[src/rtl/hdlc_attach_pkg.sv]
package hdlc_attach_pkg;
    typedef enum logic [1:0] {
        ST_HUNT   = 2'd0,
        ST_BYPASS = 2'd1,
        ST_SA     = 2'd2,
        ST_SLOT   = 2'd3
    } att_state_e;
endpackage

[src/rtl/ha_frame_ctr.sv]
module ha_frame_ctr #(
    parameter int NUM_CH  = 32,
    parameter int CH_BITS = 8,
    localparam int POS_W  = $clog2(NUM_CH) + $clog2(CH_BITS),
    localparam int LAST   = NUM_CH * CH_BITS - 1
) (
    input  logic             clk,
    input  logic             rst_n,
    input  logic             synced,
    input  logic             frm_start,
    input  logic             frm_odd,
    output logic [POS_W-1:0] pos_q,
    output logic             odd_q,
    output logic [POS_W-1:0] pos_n,
    output logic             odd_n,
    output logic             bnd
);
    // A boundary is either an explicit marker or the wrap after the last bit.
    always_comb begin
        bnd   = frm_start | (synced & (pos_q == POS_W'(LAST)));
        pos_n = bnd ? '0 : pos_q + 1'b1;
        if (frm_start)
            odd_n = frm_odd;
        else if (bnd)
            odd_n = ~odd_q;
        else
            odd_n = odd_q;
    end

    always_ff @(posedge clk or negedge rst_n) begin
        if (!rst_n) begin
            pos_q <= '0;
            odd_q <= 1'b0;
        end else begin
            pos_q <= pos_n;
            odd_q <= odd_n;
        end
    end
endmodule

[src/rtl/ha_ctrl_fsm.sv]
module ha_ctrl_fsm
    import hdlc_attach_pkg::*;
#(
    parameter int CH_W = 5
) (
    input  logic            clk,
    input  logic            rst_n,
    input  logic            bnd,
    input  logic            cfg_en,
    input  logic            cfg_sel_ts,
    input  logic [CH_W-1:0] cfg_chan,
    output att_state_e      state_q,
    output att_state_e      state_n,
    output logic [CH_W-1:0] chan_q,
    output logic [CH_W-1:0] chan_n,
    output logic            synced
);
    // State register
    always_ff @(posedge clk or negedge rst_n) begin
        if (!rst_n) begin
            state_q <= ST_HUNT;
            chan_q  <= '0;
        end else begin
            state_q <= state_n;
            chan_q  <= chan_n;
        end
    end

    // Next state: control inputs count only at a frame boundary.
    always_comb begin
        state_n = state_q;
        chan_n  = chan_q;
        if (bnd) begin
            chan_n = cfg_chan;
            unique case ({cfg_en, cfg_sel_ts})
                2'b10:   state_n = ST_SA;
                2'b11:   state_n = ST_SLOT;
                default: state_n = ST_BYPASS;
            endcase
        end
    end

    // Output decode
    always_comb begin
        unique case (state_q)
            ST_HUNT: synced = 1'b0;
            default: synced = 1'b1;
        endcase
    end
endmodule

[src/rtl/ha_slot_match.sv]
module ha_slot_match
    import hdlc_attach_pkg::*;
#(
    parameter int NUM_CH   = 32,
    parameter int CH_BITS  = 8,
    parameter int SA_FIRST = 3,
    localparam int CH_W    = $clog2(NUM_CH),
    localparam int BIT_W   = $clog2(CH_BITS),
    localparam int POS_W   = CH_W + BIT_W
) (
    input  att_state_e       state,
    input  logic [POS_W-1:0] pos,
    input  logic             odd,
    input  logic [CH_W-1:0]  chan,
    output logic             hit
);
    logic [CH_BITS-1:0] sa_mask;
    logic [CH_W-1:0]    slot;
    logic [BIT_W-1:0]   bidx;

    for (genvar b = 0; b < CH_BITS; b++) begin : g_sa_mask
        assign sa_mask[b] = (b >= SA_FIRST);
    end

    assign slot = pos[POS_W-1:BIT_W];
    assign bidx = pos[BIT_W-1:0];

    always_comb begin
        unique case (state)
            ST_SLOT: hit = (slot == chan);
            ST_SA:   hit = odd & (slot == '0) & sa_mask[bidx];
            default: hit = 1'b0;
        endcase
    end
endmodule

[src/rtl/hdlc_attach.sv]
module hdlc_attach
    import hdlc_attach_pkg::*;
#(
    parameter int NUM_CH   = 32,
    parameter int CH_BITS  = 8,
    parameter int SA_FIRST = 3,
    localparam int CH_W    = $clog2(NUM_CH),
    localparam int POS_W   = CH_W + $clog2(CH_BITS)
) (
    input  logic            clk,
    input  logic            rst_n,
    input  logic            frm_start,
    input  logic            frm_odd,
    input  logic            cfg_en,
    input  logic            cfg_sel_ts,
    input  logic [CH_W-1:0] cfg_chan,
    input  logic            host_tx_bit,
    input  logic            hdlc_tx_bit,
    input  logic            line_rx_bit,
    output logic            line_tx_bit,
    output logic            tx_req,
    output logic            rx_bit,
    output logic            rx_valid
);
    logic [POS_W-1:0] pos_q, pos_n;
    logic             odd_q, odd_n, bnd, synced;
    att_state_e       state_q, state_n;
    logic [CH_W-1:0]  chan_q, chan_n;
    logic             hit_n, hit_q;
    logic             rx_bit_q, rx_valid_q;

    ha_frame_ctr #(.NUM_CH(NUM_CH), .CH_BITS(CH_BITS)) u_ctr (
        .clk(clk), .rst_n(rst_n), .synced(synced),
        .frm_start(frm_start), .frm_odd(frm_odd),
        .pos_q(pos_q), .odd_q(odd_q), .pos_n(pos_n), .odd_n(odd_n), .bnd(bnd)
    );

    ha_ctrl_fsm #(.CH_W(CH_W)) u_fsm (
        .clk(clk), .rst_n(rst_n), .bnd(bnd),
        .cfg_en(cfg_en), .cfg_sel_ts(cfg_sel_ts), .cfg_chan(cfg_chan),
        .state_q(state_q), .state_n(state_n),
        .chan_q(chan_q), .chan_n(chan_n), .synced(synced)
    );

    // The match looks one bit ahead so the request leads the owned bit.
    ha_slot_match #(.NUM_CH(NUM_CH), .CH_BITS(CH_BITS), .SA_FIRST(SA_FIRST)) u_match (
        .state(state_n), .pos(pos_n), .odd(odd_n), .chan(chan_n), .hit(hit_n)
    );

    always_ff @(posedge clk or negedge rst_n) begin
        if (!rst_n) begin
            hit_q      <= 1'b0;
            rx_bit_q   <= 1'b0;
            rx_valid_q <= 1'b0;
        end else begin
            hit_q      <= hit_n;
            rx_bit_q   <= line_rx_bit;
            rx_valid_q <= hit_q;
        end
    end

    assign tx_req      = hit_n;
    assign line_tx_bit = hit_q ? hdlc_tx_bit : host_tx_bit;
    assign rx_bit      = rx_bit_q;
    assign rx_valid    = rx_valid_q;
endmodule

[config.mk]
export PLATFORM = sky130hd
export DESIGN_NAME = hdlc_attach
export DESIGN_NICKNAME = d
export VERILOG_FILES = /design/src/rtl/hdlc_attach_pkg.sv /design/src/rtl/ha_frame_ctr.sv /design/src/rtl/ha_ctrl_fsm.sv /design/src/rtl/ha_slot_match.sv /design/src/rtl/hdlc_attach.sv
export SDC_FILE = /design/constraint.sdc
export NUM_CORES = 1
export LEC_CHECK = 0
export BUFFER_PORTS_ARGS = -buffer_cell sky130_fd_sc_hd__buf_4
export CAP_MARGIN = 20
export CELL_PAD_IN_SITES_DETAIL_PLACEMENT = 1
export CELL_PAD_IN_SITES_GLOBAL_PLACEMENT = 1
export CORE_AREA = 10 10 64 66
export CTS_BUF_LIST = sky130_fd_sc_hd__clkbuf_4 sky130_fd_sc_hd__clkbuf_8 sky130_fd_sc_hd__clkbuf_16
export CTS_CLUSTER_DIAMETER = 80
export CTS_CLUSTER_SIZE = 28
export DETAILED_ROUTE_END_ITERATION = 6
export DIE_AREA = 0 0 74 76
export GPL_TIMING_DRIVEN = 1
export PLACE_DENSITY = 0.78
export SYNTH_ARGS = -nofsm -noshare
export SYNTH_HDL_FRONTEND = slang
export SYNTH_SLANG_ARGS = --single-unit
[constraint.sdc]
create_clock -name clk -period 2.8 [get_ports clk]
set_input_delay 0.42 -clock clk [delete_from_list [all_inputs] [get_ports clk]]
set_output_delay 0.42 -clock clk [all_outputs]
set_load 0.05 [all_outputs]
==> results.rst <==
.. list-table::
   :header-rows: 1

   * - Metric
     - Value
   * - Max Transition Viols Final
     - 0
   * - Fraction of the mapped netlist area in compound gates
     - 0.155
   * - Worst slew slack as a fraction of its limit
     - 0.687
   * - Critical path fanouts, max
     - 8
   * - Overall die area
     - 0.00562 mm^2
   * - Post-route fraction of the period consumed by the critical path
     - 0.967
   * - CTS root buf
     - clkbuf_4
   * - Net switching fraction of the power
     - 0.278
   * - Number of failing hold endpoints at the final stage
     - 0
   * - Count of mapped cells out of synthesis
     - 121
   * - Post-Synth Simple-Gate Area
     - 0.237
   * - Max IR drop VDD
     - 0.350 mV
   * - Total CTS buffers
     - 3
   * - Most numerous cell on the critical path
     - buf_4
   * - CP top delay family
     - simple AND/OR/NAND/NOR gates
   * - Number of buffer cells added on primary ports
     - 17
   * - Seq/Total Area, Yosys
     - 0.413
   * - Clock-pin slew reported for the worst setup and hold paths after clock tree synthesis
     - 0.10 ns
   * - DRC violation count after routing
     - 0
   * - Routability congestion estimate
     - 0.827
   * - Synthesized area per cell
     - 9.51 um^2
   * - Classification of the worst setup path
     - reg2out
   * - Library cells used by synthesis
     - 42
   * - Vert. Die Dim
     - 76 um
   * - First drt pass iteration count
     - 4
   * - Highest achievable clock rate
     - 0.369 GHz
   * - Largest incremental delay on the critical path
     - 0.36 ns
   * - Critical path launch point type
     - flip-flop
   * - TritonCTS clock tree
     - yes
   * - Setup slack after layout
     - 0.0912 ns
   * - # IOs
     - 18
   * - Count of routing violations after the opening detailed-route iteration
     - 80
   * - Power Internal
     - 413 uW
   * - Required time of the critical path
     - 2.38 ns
   * - Outcome
     - finished, final reports clean
   * - Net Switching
     - 159 uW
   * - Global routing usage summed across all routing layers
     - 0.110
   * - Number of antenna violations at the first check in global routing
     - 0
   * - Via count of the first global-routing pass
     - 1,045
   * - Mean number of vias per cell
     - 5.41
   * - Power share of the clock group
     - 0.256
   * - Critical Path End Type
     - primary output
   * - Tightest Hold Check Type
     - in2reg
   * - Final HPWL from detailed placement
     - 2.35 mm
   * - Area share of fa/ha/maj cells after synthesis
     - 0.0109
   * - Minimum setup slack after placement
     - 0.202 ns
   * - Number of rows created at floorplan
     - 20
   * - Post-Synth XOR/XNOR Area
     - 0.0891
   * - Aggregate negative setup slack
     - 0 ns
   * - Source-to-sink clock delay at the later pin of the worst-skew pair
     - 0.30 ns
   * - Initial standard-cell utilization of the core
     - 0.393
   * - Antenna diode instance count
     - 0
   * - Total Nets Final
     - 160
   * - Area delta synth->final
     - 22.2%
   * - Global-route wire length before repair
     - 4.94 mm
   * - Post-synthesis sequential element count
     - 19
   * - Global route total overflow
     - 0
   * - ANT nets after route
     - 0
   * - Most frequent cells in the layout
     - 25 x nand2_1, 25 x buf_4, 15 x dfrtp_1
   * - Cell chain of the critical path
     - buf_4 > nand4_1 > nor4b_1 > nand3b_1 > nor4b_2 > o2111a_1 > a41o_1 > buf_4
   * - Buffers from clock root to sink, at most
     - 2
   * - Deepest level of the CTS H-tree
     - 1
   * - Fraction of layout instances using a drive strength above 1
     - 0.347
   * - Pin count of the biggest net entering global routing
     - 20
   * - Endpoint arrival time on the critical path
     - 2.29 ns
   * - Die W
     - 74 um
   * - Buffers & Inverters on Critical Path
     - 2
   * - Worst setup skew after layout
     - 0.00105 ns
   * - Core utilization of the finished layout
     - 0.480
   * - Final wirelength
     - 3.06 mm
   * - Clock Sinks
     - 19
   * - Cell Area, Placed
     - 0.00130 mm^2
   * - Total nets after synthesis
     - 136
   * - Worst path slowest cell
     - dfrtp_1
   * - Dominant combinational cell family by area after synthesis
     - simple AND/OR/NAND/NOR gates
   * - Combinational Power Share
     - 0.207
   * - Total of fill cells in the finished design
     - 348
   * - Relative contribution of sequential cells to total power
     - 0.537
   * - Total core area
     - 0.00293 mm^2
   * - Power per cell area
     - 406 mW/mm^2
   * - Max-Cap Viols
     - 0
   * - Final critical path time including I/O delays and setup
     - 2.71 ns
   * - Mux share of post-synthesis cell area
     - 0.0315
   * - Instance count after placement with tap cells included
     - 170
   * - Post-DR wirelength/cell
     - 17.3 um
   * - Leakage component of the power
     - 0.621 nW
   * - Worst reg2reg setup slack
     - 0.89 ns
   * - Total non-filler cell area in the finished layout
     - 0.00141 mm^2
   * - Number of warning messages in the yosys log
     - 0
   * - Number of endpoints failing setup at the final stage
     - 0
   * - Actual transition at the worst max-transition pin
     - 0.468 ns
   * - Cell Area, Synth
     - 0.00115 mm^2
   * - Post-layout instance count excluding filler cells
     - 177
   * - Total via count in the routed design
     - 957
[final timing paths]
| check | start | endpoint | depth (start not counted) |
|---|---|---|---|
| setup / recovery | u_ctr.pos_q[2] | tx_req | 8 |
| min in group asynchronous | rst_n | u_fsm.chan_q[0] | 2 |
| setup reg to reg | u_ctr.pos_q[2] | hit_q | 7 |
| hold reg to reg | hit_q | rx_valid | 0 |
| hold / removal | line_rx_bit | rx_bit | 1 |
| max in group asynchronous | rst_n | u_ctr.pos_q[6] | 2 |
[what timing repair did]
| action | in CTS | in global routing |
|---|---|---|
| pin swaps | 0 | 1 |
| gates resized for setup | 5 | 9 |
| hold endpoints to repair | 19 | 0 |
| buffers inserted | 0 | 2 |
| hold buffers | 1 | 0 |
| endpoints found under the setup margin | 1 | 1 |
[power groups by stage]
| stage | clock network, mW | logic (mW) | registers, mW |
|---|---|---|---|
| 2_1_floorplan | 0 | 0.0616 | 0.310 |
| 3_3_place_gp | 0 | 0.103 | 0.309 |
| 3_5_place_dp | 0 | 0.107 | 0.311 |
| 4_1_cts | 0.150 | 0.114 | 0.306 |
| 5_1_grt | 0.168 | 0.128 | 0.310 |
| 6_report | 0.146 | 0.118 | 0.307 |
[area by class of cell]
class / count / area [um^2] / area share
Multi-Input combinational cell: 93 / 649 / 0.462
Timing Repair Buffer: 26 / 198 / 0.141
Tap cell: 33 / 41.3 / 0.0294
Inverter: 2 / 7.51 / 0.00534
Clock buffer: 4 / 30.0 / 0.0214
Sequential cell: 19 / 480 / 0.342
[kinds of logic after synthesis]
kind of cell             count (synthesis)
XOR/XNOR                                10
AO/OA/AOI/OAI                           22
buffers and inverters                    9
adder cells (fa/ha/maj)                  1
AND/OR/NAND/NOR                         57
multiplexers                             3
flip-flops                              19
[metal layers]
metal	up-vias	wire length, um	GRT usage
met5	-	0	0
met2	14	1580	0.183
li1	464	-	-
met3	5	78	0.0260
met4	0	46	0.0392
met1	474	1350	0.131
[registers in the layout, indices dropped and copies added, names as in the netlist]
name,flops
u_fsm.chan_q,5
rx_bit,1
u_fsm.state_q,2
hit_q,1
u_ctr.odd_q,1
u_ctr.pos_q,8
rx_valid,1
[Yosys cell counts]
| cell type | n | area share |
|---|---|---|
| nor3_1 | 3 | 0.013 |
| a211oi_1 | 1 | 0.0065 |
| xnor3_2 | 1 | 0.021 |
| nand2_1 | 25 | 0.082 |
| nand3_1 | 4 | 0.017 |
| a21o_2 | 1 | 0.0076 |
| xor2_1 | 2 | 0.015 |
| o211a_1 | 1 | 0.0087 |
| o21ai_2 | 1 | 0.0076 |
| buf_2 | 1 | 0.0043 |
| nor2_1 | 11 | 0.036 |
| nor2b_1 | 3 | 0.016 |
| clkbuf_8 | 1 | 0.012 |
| xnor2_1 | 7 | 0.053 |
| and2b_2 | 1 | 0.0076 |
| dfrtp_1 | 19 | 0.41 |
| ha_1 | 1 | 0.011 |
| o2111a_1 | 1 | 0.0098 |
| a41o_1 | 1 | 0.0087 |
| buf_6 | 3 | 0.029 |
| or2b_1 | 1 | 0.0065 |
| nand4_1 | 3 | 0.016 |
| nor4b_1 | 2 | 0.015 |
| mux2_4 | 1 | 0.013 |
| mux2i_1 | 1 | 0.0087 |
| and2_2 | 2 | 0.013 |
| mux2_2 | 1 | 0.0098 |
| o221ai_1 | 1 | 0.0076 |
| o21a_1 | 1 | 0.0065 |
| a311oi_1 | 1 | 0.0076 |
| a31oi_4 | 1 | 0.018 |
| buf_4 | 1 | 0.0065 |
| inv_1 | 2 | 0.0065 |
| and4_1 | 1 | 0.0076 |
| clkbuf_2 | 1 | 0.0043 |
| o2111ai_1 | 1 | 0.0076 |
| o211ai_1 | 3 | 0.020 |
| nand3b_1 | 1 | 0.0065 |
| a22oi_1 | 1 | 0.0065 |
| a21boi_1 | 1 | 0.0065 |
| o21ai_0 | 3 | 0.013 |
| a21oi_1 | 3 | 0.013 |
[through the flow]
stage               hold WS [ns]  power [mW]
detailed placement         0.306       0.418
global placement           0.305       0.412
global route               0.204       0.606
finish                     0.221       0.571
floorplan                  0.124       0.372
CTS                        0.220       0.570
(Power assumes the default switching activity.)
